<file path="src/rtl/rp_errcol_pkg.sv">
package rp_errcol_pkg;
  localparam int STS_W = 7;
  localparam int SEV_N = 3;

  // status bit positions
  localparam int B_COR_RCV   = 0;
  localparam int B_COR_MULTI = 1;
  localparam int B_UNC_RCV   = 2;
  localparam int B_UNC_MULTI = 3;
  localparam int B_FAT_FIRST = 4;
  localparam int B_NF_RCV    = 5;
  localparam int B_FAT_RCV   = 6;

  typedef enum logic [1:0] {
    SEV_COR   = 2'd0,
    SEV_NF    = 2'd1,
    SEV_FATAL = 2'd2,
    SEV_NONE  = 2'd3
  } sev_e;

  // status bit recording receipt of severity s (enable bit s)
  function automatic int rcv_pos(int s);
    case (s)
      0:       return B_COR_RCV;
      1:       return B_NF_RCV;
      default: return B_FAT_RCV;
    endcase
  endfunction
endpackage

</file>
<file path="src/rtl/rp_errcol_accept.sv">
module rp_errcol_accept (
  input  logic clk,
  input  logic rst_n,
  input  logic msg_valid,
  output logic msg_ready,
  output logic msg_take
);
  logic ready_q;

  always_ff @(posedge clk or negedge rst_n) begin
    if (!rst_n) ready_q <= 1'b0;
    else        ready_q <= 1'b1;
  end

  assign msg_ready = ready_q;
  assign msg_take  = msg_valid && ready_q;


  no_stall_chk: assert property (@(posedge clk) disable iff (!rst_n)
    ready_q |=> ready_q);
endmodule

</file>
<file path="src/rtl/rp_errcol_status.sv">
module rp_errcol_status
  import rp_errcol_pkg::*;
#(
  parameter int SRC_W = 16
) (
  input  logic              clk,
  input  logic              rst_n,
  input  logic              take,
  input  logic [1:0]        sev,
  input  logic [SRC_W-1:0]  src,
  input  logic [STS_W-1:0]  clr,
  output logic [STS_W-1:0]  sts_q,
  output logic [SRC_W-1:0]  cor_src_q,
  output logic [SRC_W-1:0]  unc_src_q,
  output logic [SEV_N-1:0]  rcv_q,
  output logic [SEV_N-1:0]  rcv_nxt
);
  logic [STS_W-1:0] base, sts_nxt;
  logic [SRC_W-1:0] cor_nxt, unc_nxt;
  logic             is_unc;

  assign is_unc = (sev == SEV_NF) || (sev == SEV_FATAL);

  always_comb begin
    base    = sts_q & ~clr;
    sts_nxt = base;
    cor_nxt = cor_src_q;
    unc_nxt = unc_src_q;
    if (take) begin
      case (sev_e'(sev))
        SEV_COR: begin
          if (base[B_COR_RCV]) sts_nxt[B_COR_MULTI] = 1'b1;
          else                 cor_nxt = src;
          sts_nxt[B_COR_RCV] = 1'b1;
        end
        SEV_NF: sts_nxt[B_NF_RCV] = 1'b1;
        SEV_FATAL: begin
          if (!base[B_UNC_RCV]) sts_nxt[B_FAT_FIRST] = 1'b1;
          sts_nxt[B_FAT_RCV] = 1'b1;
        end
        default: ;
      endcase
      if (is_unc) begin
        if (base[B_UNC_RCV]) sts_nxt[B_UNC_MULTI] = 1'b1;
        else                 unc_nxt = src;
        sts_nxt[B_UNC_RCV] = 1'b1;
      end
    end
  end

  always_ff @(posedge clk or negedge rst_n) begin
    if (!rst_n) begin
      sts_q     <= '0;
      cor_src_q <= '0;
      unc_src_q <= '0;
    end else begin
      sts_q     <= sts_nxt;
      cor_src_q <= cor_nxt;
      unc_src_q <= unc_nxt;
    end
  end

  for (genvar g = 0; g < SEV_N; g++) begin : g_rcv
    assign rcv_q[g]   = sts_q[rcv_pos(g)];
    assign rcv_nxt[g] = sts_nxt[rcv_pos(g)];
  end


  multi_cor_chk: assert property (@(posedge clk) disable iff (!rst_n)
    (take && sev == 2'd0 && sts_q[B_COR_RCV] && !clr[B_COR_RCV])
      |=> (sts_q[B_COR_MULTI] && $stable(cor_src_q)));


  first_fatal_chk: assert property (@(posedge clk) disable iff (!rst_n)
    (take && sev == 2'd2 && !sts_q[B_UNC_RCV]) |=> sts_q[B_FAT_FIRST]);


  unc_src_chk: assert property (@(posedge clk) disable iff (!rst_n)
    (take && (sev == 2'd1 || sev == 2'd2) && !(sts_q[B_UNC_RCV] && !clr[B_UNC_RCV]))
      |=> (unc_src_q == $past(src)));


  no_effect_chk: assert property (@(posedge clk) disable iff (!rst_n)
    (take && sev == 2'd3 && clr == '0)
      |=> ($stable(sts_q) && $stable(cor_src_q) && $stable(unc_src_q)));
endmodule

</file>
<file path="src/rtl/rp_errcol_irq.sv">
module rp_errcol_irq
  import rp_errcol_pkg::*;
#(
  parameter int VEC_W = 5
) (
  input  logic             clk,
  input  logic             rst_n,
  input  logic             msi_mode,
  input  logic             cmd_we,
  input  logic [SEV_N-1:0] cmd_wdata,
  input  logic             vec_we,
  input  logic [VEC_W-1:0] vec_wdata,
  input  logic [SEV_N-1:0] rcv_q,
  input  logic [SEV_N-1:0] rcv_nxt,
  output logic [SEV_N-1:0] cmd_q,
  output logic [VEC_W-1:0] vec_q,
  output logic             irq_level,
  output logic             irq_pulse
);
  logic [SEV_N-1:0] cmd_nxt;
  logic             cond, cond_nxt;

  assign cmd_nxt  = cmd_we ? cmd_wdata : cmd_q;
  assign cond     = |(cmd_q & rcv_q);
  assign cond_nxt = |(cmd_nxt & rcv_nxt);

  always_ff @(posedge clk or negedge rst_n) begin
    if (!rst_n) begin
      cmd_q     <= '0;
      vec_q     <= '0;
      irq_pulse <= 1'b0;
    end else begin
      cmd_q     <= cmd_nxt;
      if (vec_we) vec_q <= vec_wdata;
      irq_pulse <= msi_mode && !cond && cond_nxt;
    end
  end

  assign irq_level = !msi_mode && cond;


  pulse_edge_chk: assert property (@(posedge clk) disable iff (!rst_n)
    irq_pulse |-> (cond && !$past(cond)));


  pulse_single_chk: assert property (@(posedge clk) disable iff (!rst_n)
    irq_pulse |=> !irq_pulse);


  vec_hold_chk: assert property (@(posedge clk) disable iff (!rst_n)
    !vec_we |=> $stable(vec_q));
endmodule

</file>
<file path="src/rtl/rp_errcol.sv">
module rp_errcol
  import rp_errcol_pkg::*;
#(
  parameter int SRC_W = 16,
  parameter int VEC_W = 5
) (
  input  logic             clk,
  input  logic             rst_n,
  input  logic             msg_valid,
  output logic             msg_ready,
  input  logic [1:0]       msg_sev,
  input  logic [SRC_W-1:0] msg_src,
  input  logic             msi_mode,
  input  logic             cmd_we,
  input  logic [2:0]       cmd_wdata,
  input  logic             sts_clr_we,
  input  logic [6:0]       sts_clr_mask,
  input  logic             vec_we,
  input  logic [VEC_W-1:0] vec_wdata,
  output logic [2:0]       root_cmd,
  output logic [6:0]       root_sts,
  output logic [SRC_W-1:0] cor_src_id,
  output logic [SRC_W-1:0] unc_src_id,
  output logic [VEC_W-1:0] int_vector,
  output logic             irq_level,
  output logic             irq_msg
);
  logic             take;
  logic [STS_W-1:0] clr;
  logic [SEV_N-1:0] rcv_q, rcv_nxt;

  assign clr = sts_clr_we ? sts_clr_mask : '0;

  rp_errcol_accept u_accept (
    .clk(clk), .rst_n(rst_n), .msg_valid(msg_valid),
    .msg_ready(msg_ready), .msg_take(take)
  );

  rp_errcol_status #(.SRC_W(SRC_W)) u_status (
    .clk(clk), .rst_n(rst_n), .take(take), .sev(msg_sev), .src(msg_src),
    .clr(clr), .sts_q(root_sts), .cor_src_q(cor_src_id),
    .unc_src_q(unc_src_id), .rcv_q(rcv_q), .rcv_nxt(rcv_nxt)
  );

  rp_errcol_irq #(.VEC_W(VEC_W)) u_irq (
    .clk(clk), .rst_n(rst_n), .msi_mode(msi_mode), .cmd_we(cmd_we),
    .cmd_wdata(cmd_wdata), .vec_we(vec_we), .vec_wdata(vec_wdata),
    .rcv_q(rcv_q), .rcv_nxt(rcv_nxt), .cmd_q(root_cmd), .vec_q(int_vector),
    .irq_level(irq_level), .irq_pulse(irq_msg)
  );


  clr_wins_chk: assert property (@(posedge clk) disable iff (!rst_n)
    (sts_clr_we && sts_clr_mask[0] && !(take && msg_sev == 2'd0)) |=> !root_sts[0]);
endmodule

</file>
<file path="config.mk">
export PLATFORM = sky130hd
export DESIGN_NAME = rp_errcol
export DESIGN_NICKNAME = d
export VERILOG_FILES = /design/src/rtl/rp_errcol_pkg.sv /design/src/rtl/rp_errcol_accept.sv /design/src/rtl/rp_errcol_status.sv /design/src/rtl/rp_errcol_irq.sv /design/src/rtl/rp_errcol.sv
export SDC_FILE = /design/constraint.sdc
export NUM_CORES = 1
export LEC_CHECK = 0
export BUFFER_PORTS_ARGS = -buffer_cell sky130_fd_sc_hd__buf_4
export CAP_MARGIN = 20
export CORE_MARGIN = 3
export CORE_UTILIZATION = 47
export DETAILED_ROUTE_END_ITERATION = 6
export PLACE_DENSITY = 0.86
export SETUP_SLACK_MARGIN = 0.05
export SLEW_MARGIN = 20
export SYNTH_ARGS = -nofsm -noshare
export SYNTH_HDL_FRONTEND = slang
export SYNTH_SLANG_ARGS = --single-unit
</file>
<file path="constraint.sdc">
create_clock -name clk -period 1.8 [get_ports clk]
set_input_delay 0.18 -clock clk [delete_from_list [all_inputs] [get_ports clk]]
set_output_delay 0.18 -clock clk [all_outputs]
set_load 0.005 [all_outputs]
</file>
==> impl_results.md, run 1 <==
* Diodes inserted at 0
* Initial Util at 50.3%
* Slew Limit Fails at 0
* Clk buf depth at 2
* Fin nets at 270
* Gr ovfl total at 0
* Via count at about 1400
* Sequential fraction of the synthesis area at 58.9%
* Slowest stage delay, CP at around 430 ps
* Vias/cell at 4.97
* GRT Util Overall at 17.0%
* GR Util met1 at 20.2%
* DR WL/cell at about 16 µm
* Worst EP required at 1620 ps
* Status: completed
* Crit Path Max Fanout at 5
* Gp weighted congestion at 0.720
* Clk_lat worst skew at roughly 280 ps
* Element type at the critical path end: output port
* Flop and latch count out of synthesis at between 40 and 50
* Hold_ws at around 120 ps
* Synthesized area at approximately 0.0021 mm²
* EDFF count, synth at 0
* First-pass DRT Iterations at 4
* Num ports at 90
* Clock transition at path regs at 80 ps
* Syn_nets at ~170
* Vias in the first global route at 1415
* CTS Root Cell: clkbuf_8
* Post-CTS Resized at 0
* Antenna violations before repair at 0
* Htree depth at 2
* Layout cells sized above 1 at 64.0%
* PwrDens at approximately 1100 mW/mm²
* Count of cell types in the netlist at 27
* Routed Antenna Nets at 0
* Worst Tran Pin Value at around 600 ps
* FP Rows at 23
* Post-Route WL at between 4000 and 5000 µm
* Final setup viols at 0
* TritonCTS Sinks at 49
* Syn_area_per_cell at about 16 µm²
* Die area at 0.00527 mm²
* Core area at between 0.004 and 0.005 mm²
* CTS tree: built
* DRC viols at 0
* Yosys Warn Count at 0
* Top_reg_cell synth: dfrtp_1
* Critical Path AT at 1350 ps
* Final Critical Period at 1530 ps
* RSZ-0062 raised after global routing: false
* Relative slew slack at 59.9%
* # fillers at 302
* Worst IR Drop VDD at 0.719 mV
* Maxcap violations at 0
* Fin crit share at 85.1%
* Port bufs at 89
* Synth Instances at around 130
* Worst Skew at 7.87 ps
* P&R area growth vs syn at 40.6%
* First-pass GRT wire length at between 6000 and 7000 µm
* Post CTS Setup Buffer Count at 0
* DIE WIDTH at 72.6 µm
* Static Leak at 0.00144 µW
* Largest net degree at the start of global routing at 50
* Grt peak-use layer: met2
* Startpoint Class: flip-flop
* DP HPWL at 3450 µm
* Critical path class: flip-flop to output port
* Initial drt markers at 56
* CTS buffer count at 5
* Final hold violation count at 0
* Synth async-reset ratio at 100%
* Die span in y at 72.6 µm
* Cell Chain, Critical Path: a222oi_1 -> nor2_1 -> buf_4
* Worst Hold Class: input pin to flip-flop
* Met2 global-route usage at 30.4%
* Slowest cell on crit path: dfrtp_1
* M3 GR Usage at 3.99%
* Setup TNS Final at 0 ps
* Fmax at 0.653 GHz
[cell families (layout without fill, tap and decap cells)]
logic type,Yosys count,after routing,synth area share [%]
DFF,49,49,58.9
muxes,40,40,25.2
and+or+nand+nor,20,20,6.13
adders and majority gates,3,3,1.80
buffers and inverters,5,102,2.82
other,1,1,0.180
AOI/OAI and AO/OA,13,13,4.99
[layout make-up]
cell class / instances / area, µm² / share of cell area [%]
flip-flops and latches: 49 / 1230 / 41.9
repair buffers: 92 / 718 / 24.5
clock inverters: 1 / 30.0 / 1.03
well taps: 50 / 62.6 / 2.14
multi-input cells: 77 / 798 / 27.3
inverters: 2 / 7.51 / 0.256
clock buffers: 7 / 86.3 / 2.95
[cell usage after synthesis (2+ instances only)]
| cell type | instances | share of area (%) |
|---|---|---|
| dfrtp_1 | 49 | 59 |
| mux2_2 | 20 | 11 |
| mux2_4 | 20 | 14 |
| nand2_1 | 4 | 0.72 |
| o21ai_0 | 4 | 0.96 |
| ha_1 | 3 | 1.8 |
| nand2b_1 | 3 | 0.90 |
| or2_2 | 3 | 0.90 |
| a21boi_0 | 2 | 0.72 |
| and3_1 | 2 | 0.60 |
| buf_12 | 2 | 1.9 |
| inv_1 | 2 | 0.36 |
| nand3_1 | 2 | 0.48 |
| o221ai_1 | 2 | 0.84 |
[what timing repair did]
| action | in CTS | in global routing |
|---|---|---|
| hold buffers | 1 | 0 |
| setup endpoints to repair | 0 | 0 |
| endpoints found under the hold margin | 49 | 0 |
[cells in the final DEF (no fill, tap or decap), drive strengths merged]
cell type and n:
a21boi 4, a21oi 1, a222oi 1, a31oi 1
and3 3, buf 91, bufinv 1, clkbuf 7
conb 1, dfrtp 49, dlygate4sd3 1, ha 3
inv 2, mux2 40, nand2 4, nand2b 3
nand3 2, nand4 1, nor2 2, nor2b 2
o21ai 4, o221ai 2, or2 3
[critical path: cells and delay by family, from the launching register on]
family	cells	cell delay (ps)
flip-flops	1	430
AO/OA/AOI/OAI	1	420
buffers and inverters	1	140
AND/OR/NAND/NOR	1	80
[sequential cells by signal, indices dropped and copies added (netlist names)]
| register | cells |
|---|---|
| u_accept.msg_ready | 1 |
| u_irq.cmd_q | 3 |
| u_irq.irq_pulse | 1 |
| u_irq.vec_q | 5 |
| u_status.cor_src_q | 16 |
| u_status.sts_q | 7 |
| u_status.unc_src_q | 16 |
[power by group]
| group | switching, µW | total [µW] | internal (µW) | leakage, µW |
|---|---|---|---|---|
| Combinational | 278 | 899 | 621 | 0.000791 |
| Sequential | 159 | 1500 | 1350 | 0.000592 |
| Clock | 323 | 776 | 453 | 0.0000585 |
[metrics by stage]
step	setup WS (ps)	cell area, µm²	utilization [%]	instances	total power (µW)
floorplan	373	2080	-	131	1870
global placement	295	2800	67.6	269	2400
finish	268	2930	70.7	278	3180
CTS	267	2930	70.7	278	3230
detailed placement	256	2800	67.6	269	2440
global route	235	2930	70.7	278	3340
[metal layers]
| metal | vias to the layer above | routed length [µm] |
|---|---|---|
| met5 | - | 0 |
| met4 | 0 | 62 |
| met3 | 6 | 227 |
| met2 | 44 | 2460 |
| met1 | 678 | 1690 |
| li1 | 654 | - |
[path summary, 6_finish.rpt]
| kind | start | end | slack, ps | depth (start not counted) |
|---|---|---|---|---|
| hold reg to reg | u_irq.vec_q[3]$_DFFE_PN0P_ | u_irq.vec_q[3]$_DFFE_PN0P_ | 510 | 1 |
| min in group asynchronous | rst_n | u_status.cor_src_q[9]$_DFFE_PN0P_ | 430 | 2 |
| setup / recovery | u_status.sts_q[0]$_DFF_PN0_ | irq_level | 270 | 3 |
| hold / removal | vec_wdata[2] | u_irq.vec_q[2]$_DFFE_PN0P_ | 120 | 2 |
| max in group asynchronous | rst_n | u_status.cor_src_q[14]$_DFFE_PN0P_ | 940 | 2 |
| setup reg to reg | u_accept.msg_ready$_DFF_PN0_ | u_status.cor_src_q[4]$_DFFE_PN0P_ | 330 | 4 |
(Power assumes the default switching activity.)
==> run 2, diff against run 1 <==
--- a/config.mk
+++ b/config.mk
@@ -12,6 +12,7 @@
 export DETAILED_ROUTE_END_ITERATION = 6
 export PLACE_DENSITY = 0.86
 export SETUP_SLACK_MARGIN = 0.05
+export SKIP_LAST_GASP = 1
 export SLEW_MARGIN = 20
 export SYNTH_ARGS = -nofsm -noshare
 export SYNTH_HDL_FRONTEND = slang
==> constraint.sdc (replaced) <==
create_clock -name clk -period 1.8 [get_ports clk]
set_input_delay 0.36 -clock clk [delete_from_list [all_inputs] [get_ports clk]]
set_output_delay 0.36 -clock clk [all_outputs]
set_load 0.005 [all_outputs]
==> impl_results.md, run 2 (synthesis results as in run 1) <==
* Initial drt markers at 51 (-8.9%)
* Critical Path AT at 1320 ps (-30 ps)
* Fin crit share at 93.4% (+8.3 points)
* Antenna violations before repair at 0 (unchanged)
* Worst EP required at 1440 ps (-180 ps)
* Maxcap violations at 0 (unchanged)
* First-pass DRT Iterations at 4 (unchanged)
* Clk buf depth at 2 (unchanged)
* Commonest non-fill, non-tap cell in the layout: buf_4
* DIE WIDTH at 72.6 µm (unchanged)
* Fmax at 0.595 GHz (-8.9%)
* GRT Util Overall at 17.5% (+0.45 points)
* Worst Tran Pin Value at 597 ps (-3.90 ps)
* TritonCTS Sinks at 49 (unchanged)
* Diodes inserted at 0 (unchanged)
* Status: completed
* Final hold violation count at 0 (unchanged)
* Element type at the critical path end: output port
* DP HPWL at 3500 µm (+1.5%)
* PwrDens at 1060 mW/mm² (-2.3%)
* Worst Hold Class: input pin to asynchronous set/reset pin
* CTS Hold Buffers Added at 0 (-1)
* Sequential power share at 48.7% (+1.4 points)
* Critical path class: flip-flop to output port
* Hold_ws at 66.2 ps (-55.0 ps)
* Static Leak at 0.00143 µW (-0.79%)
* Slowest cell on crit path: dfrtp_1
* Wl on met1 at 1740 µm (+2.9%)
* Layout cells sized above 1 at 64.8% (+0.72 points)
* DRC viols at 0 (unchanged)
* Psw at 797 µW (+4.8%)
* Vias/cell at 5.02 (+0.94%)
* Via count at 1390 (+0.58%)
* Clock transition at path regs at 90 ps (about the same)
* Port bufs at 89 (unchanged)
* First-pass GRT wire length at 7120 µm (+2.7%)
* Gr ovfl total at 0 (unchanged)
* Post-Route Utilization at 70.0% (-0.72 points)
* Vias in the first global route at 1493 (+5.5%)
* Pwr Total at 3070 µW (-3.3%)
* Post-CTS Resized at 0 (unchanged)
* Crit Path Max Fanout at 5 (unchanged)
* Clk_lat worst skew at 300 ps (+20 ps)
* Met2 Wirelength at 2520 µm (+2.3%)
* Htree depth at 2 (unchanged)
* Most frequent cells in the layout: 89 x buf_4, 49 x dfrtp_1, 20 x mux2_2, 20 x mux2_4, 6 x clkbuf_8
* Slowest stage delay, CP at 430 ps (about the same)
* Worst IR Drop VDD at 0.687 mV (-4.5%)
* P&R area growth vs syn at 39.2%
* Initial Util at 50.3% (unchanged)
* Relative slew slack at 60.2% (+0.26 points)
* Internal power at 2280 µW (-5.9%)
* CTS Root Cell: clkbuf_8
* Final Critical Period at 1680 ps (+150 ps)
* Multi-input logic area at 798 µm² (unchanged)
* CTS buffer count at 5 (unchanged)
* Net Sw Frac at 25.9% (+2.0 points)
* Top routing layer used: met4
* Post CTS Setup Buffer Count at 0 (unchanged)
* Gp weighted congestion at 0.721 (+0.18%)
* DR WL/cell at 16.4 µm (+2.7%)
* Combinational group share of total power at 29.3% (+1.0 points)
* Met3 WL at 241 µm (+6.2%)
* Routed Antenna Nets at 0 (unchanged)
* Num ports at 90 (unchanged)
* Register area at 0.00123 mm² (unchanged)
* # fillers at 305 (+0.99%)
* Die span in y at 72.6 µm (unchanged)
* Clock share of power at 22.1% (-2.3 points)
* FP Rows at 23 (unchanged)
* CTS tree: built
* Core area at 0.00414 mm² (unchanged)
* Cell Chain, Critical Path: a222oi_1 -> nor2_1 -> buf_4
* Setup TNS Final at 0 ps (unchanged)
* Worst Skew at 7.71 ps (-0.156 ps)
* Die area at 0.00527 mm² (unchanged)
* RSZ-0062 raised after global routing: false
* Final setup viols at 0 (unchanged)
* Fin nets at 269 (-0.37%)
* Slew Limit Fails at 0 (unchanged)
* Largest net degree at the start of global routing at 50 (unchanged)
* Post-Route WL at 4540 µm (+2.3%)
* Largest registers: u_status.cor_src_q (16), u_status.unc_src_q (16), u_status.sts_q (7)
* Startpoint Class: flip-flop
* Worst reg2reg setup slack at 320 ps (about the same)
-- run 2: final cells by class --
cell class	count	area share, %
timing repair buffer	91	24.4
tap	50	2.16
sequential	49	42.3
clock buffer	6	2.85
clock inverter	2	0.475
inverter	2	0.259
multi-input combinational	77	27.5
-- run 2: power groups by stage --
stage / logic [µW] / clock network [µW] / registers, µW
5_1_grt: 968 / 730 / 1530
4_1_cts: 917 / 695 / 1500
3_3_place_gp: 882 / 0 / 1510
2_1_floorplan: 350 / 0 / 1520
3_5_place_dp: 916 / 0 / 1520
6_report: 900 / 678 / 1500
-- run 2: through the flow --
| stage | cells | instance area, µm² | setup slack (ps) |
|---|---|---|---|
| after floorplan | 131 | 2080 | 219 |
| after global placement | 269 | 2800 | 115 |
| after detailed placement | 269 | 2800 | 78.2 |
| after CTS | 277 | 2900 | 88.3 |
| after global routing | 277 | 2900 | 60.9 |
| final | 277 | 2900 | 118 |
-- run 2: per-layer routing --
metal | vias up | track usage, %
met5 | - | 0
met4 | 0 | 6.76
met3 | 4 | 3.86
met2 | 39 | 30.9
met1 | 694 | 20.7
li1 | 653 | -
-- run 2: path summary, 6_finish.rpt --
path	from	to	cells after the start
min reg2reg	u_status.sts_q[4]$_DFF_PN0_	u_status.sts_q[4]$_DFF_PN0_	2
min in group clk	vec_wdata[2]	u_irq.vec_q[2]$_DFFE_PN0P_	2
max reg2reg	u_accept.msg_ready$_DFF_PN0_	u_status.cor_src_q[0]$_DFFE_PN0P_	4
max in group asynchronous	rst_n	u_irq.cmd_q[1]$_DFF_PN0_	1
min	rst_n	u_status.cor_src_q[9]$_DFFE_PN0P_	1
max	u_status.sts_q[0]$_DFF_PN0_	irq_level	3
-- run 2: critical path, delay by kind of cell, from the launching register on --
kind            cells  cell delay (ps)
compound gates      1              390
buf+inv             1              140
flops               1              430
simple gates        1               70
==> run 3, diff against run 2 <==
--- a/config.mk
+++ b/config.mk
@@ -11,6 +11,7 @@
 export CORE_UTILIZATION = 47
 export DETAILED_ROUTE_END_ITERATION = 6
 export PLACE_DENSITY = 0.86
+export REMOVE_ABC_BUFFERS = 1
 export SETUP_SLACK_MARGIN = 0.05
 export SKIP_LAST_GASP = 1
 export SLEW_MARGIN = 20
==> impl_results.md, run 3 (synthesis results as in run 1) <==
* Clock transition at path regs at 90 ps (about the same)
* Fin nets at 272 (+1.1%)
* Die span in y at 72.6 µm (unchanged)
* Gp weighted congestion at 0.725 (+0.53%)
* TritonCTS Sinks at 49 (unchanged)
* Vias in the first global route at 1465 (-1.9%)
* CTS Root Cell: clkbuf_8
* Status: completed
* Largest registers: u_status.cor_src_q (16), u_status.unc_src_q (16), u_status.sts_q (7)
* # fillers at 293 (-3.9%)
* Multi-input logic area at 798 µm² (unchanged)
* Slowest stage delay, CP at 420 ps (about the same)
* Critical path class: flip-flop to output port
* Commonest non-fill, non-tap cell in the layout: buf_4
* Hold_ws at 62.7 ps (-3.47 ps)
* Worst Tran Pin Value at 596 ps (-1.90 ps)
* Slowest cell on crit path: dfrtp_2
* Slew Limit Fails at 0 (unchanged)
* FP Rows at 23 (unchanged)
* Final hold violation count at 0 (unchanged)
* Diodes inserted at 0 (unchanged)
* Worst EP required at 1440 ps (about the same)
* DIE WIDTH at 72.6 µm (unchanged)
* DRC viols at 0 (unchanged)
* Worst IR Drop VDD at 0.716 mV (+4.2%)
* FF-to-FF End: u_status.cor_src_q[3]$_DFFE_PN0P_
* Port bufs at 89 (unchanged)
* PwrDens at 1090 mW/mm² (+2.9%)
* Met3 WL at 191 µm (-21%)
* P&R area growth vs syn at 41.4%
* Final setup viols at 0 (unchanged)
* Register area at 0.00123 mm² (+0.10%)
* Layout cells sized above 1 at 65.7% (+0.89 points)
* Clk_lat worst skew at 290 ps (about the same)
* CTS buffer count at 5 (unchanged)
* Worst Hold Class: input pin to asynchronous set/reset pin
* Post-Route WL at 4540 µm (about the same)
* Antenna violations before repair at 0 (unchanged)
* First-pass DRT Iterations at 4 (unchanged)
* Setup TNS Final at 0 ps (unchanged)
* Final Critical Period at 1690 ps (+4.30 ps)
* Element type at the critical path end: output port
* DP HPWL at 3390 µm (-3.2%)
* Fin crit share at 93.7% (+0.24 points)
* Worst Skew at 5.03 ps (-2.69 ps)
* Cell Chain, Critical Path: a222oi_1 -> nor2_1 -> buf_4
* Gr ovfl total at 0 (unchanged)
* RSZ-0062 raised after global routing: true
* Core area at 0.00414 mm² (unchanged)
* Reg2Reg Depth at 4 (unchanged)
* Clk buf depth at 2 (unchanged)
* Met2 Wirelength at 2650 µm (+5.4%)
* Startpoint Class: flip-flop
* Wl on met1 at 1650 µm (-4.8%)
* Num ports at 90 (unchanged)
* Critical Path AT at 1330 ps (about the same)
* Pwr Total at 3210 µW (+4.6%)
* Most frequent cells in the layout: 92 x buf_4, 48 x dfrtp_1, 20 x mux2_2, 20 x mux2_4, 6 x clkbuf_8
* R2R Path Start: u_accept.msg_ready$_DFF_PN0_
* CTS tree: built
* First-pass GRT wire length at 7090 µm (-0.48%)
* Fmax at 0.593 GHz (-0.25%)
* Crit Path Max Fanout at 2 (-3)
* Vias/cell at 5.04 (+0.49%)
* Worst reg2reg setup slack at 310 ps (about the same)
* Die area at 0.00527 mm² (unchanged)
* DR WL/cell at 16.2 µm (-1.1%)
* Top routing layer used: met4
* Initial drt markers at 119 (+130%)
* Htree depth at 2 (unchanged)
* Largest net degree at the start of global routing at 50 (unchanged)
* Initial Util at 50.3% (unchanged)
* GRT Util Overall at 17.5% (+0.031 points)
* Routed Antenna Nets at 0 (unchanged)
* Maxcap violations at 0 (unchanged)
* Static Leak at 0.00145 µW (+1.3%)
* Via count at 1412 (+1.6%)
* Relative slew slack at 60.3% (+0.13 points)
run 3: cell count changes in the layout (fill, tap and decap cells not counted), sizes merged:
cell      previous run  this run
buf                 91        94
clkinv               2         0
bufinv               0         1
clkinvlp             0         1
run 3: worst max path at each step:
stage	start	end	slack [ps]	depth (start not counted)
after floorplan	msg_sev[0]	u_status.unc_src_q[10]$_DFFE_PN0P_	120	5
after global placement	msg_sev[0]	u_status.unc_src_q[10]$_DFFE_PN0P_	120	7
after detailed placement	msg_sev[1]	u_status.unc_src_q[15]$_DFFE_PN0P_	90	7
after CTS	u_status.sts_q[0]$_DFF_PN0_	irq_level	60	3
after global routing	u_status.sts_q[0]$_DFF_PN0_	irq_level	30	3
final	u_status.sts_q[0]$_DFF_PN0_	irq_level	110	3
run 3: repair_timing:
| item | in CTS | in global routing |
|---|---|---|
| hold buffers | 0 | 0 |
| buffers inserted | 0 | 3 |
| gates resized for setup | 0 | 1 |
| pin swaps | 1 | 1 |
| endpoints found under the setup margin | 1 | 1 |
run 3: worst max-delay path, delay by kind of cell, from the launching register on:
family | cells | cell delay [ps]
flops | 1 | 420
compound gates | 1 | 390
buf+inv | 1 | 140
simple gates | 1 | 80
run 3: per-layer routing:
layer  vias to the layer above  GRT usage [%]
met5                         -              0
met2                        41           32.9
met3                         4           3.58
met1                       712           19.9
li1                        655              -
met4                         0           4.92
run 3: per-stage QoR:
step | util (%) | area (µm²) | std cells | worst slack [ps]
floorplan | - | 2030 | 128 | 116
global placement | 67.6 | 2800 | 269 | 122
detailed placement | 67.6 | 2800 | 269 | 86.5
CTS | 70.5 | 2920 | 277 | 58.3
global route | 71.1 | 2950 | 280 | 30.0
finish | 71.1 | 2950 | 280 | 114
run 3: final cells by class:
type,instances,share of cell area (%)
well taps,50,2.12
clock buffers,6,2.80
clock inverters,2,1.27
flip-flops and latches,49,41.7
inverters,2,0.255
multi-input cells,77,27.1
repair buffers,94,24.8
run 3: where the power goes:
part           internal (µW)  switching [µW]
combinational            630             283
clock                    452             355
sequential              1350             149
total                   2430             788
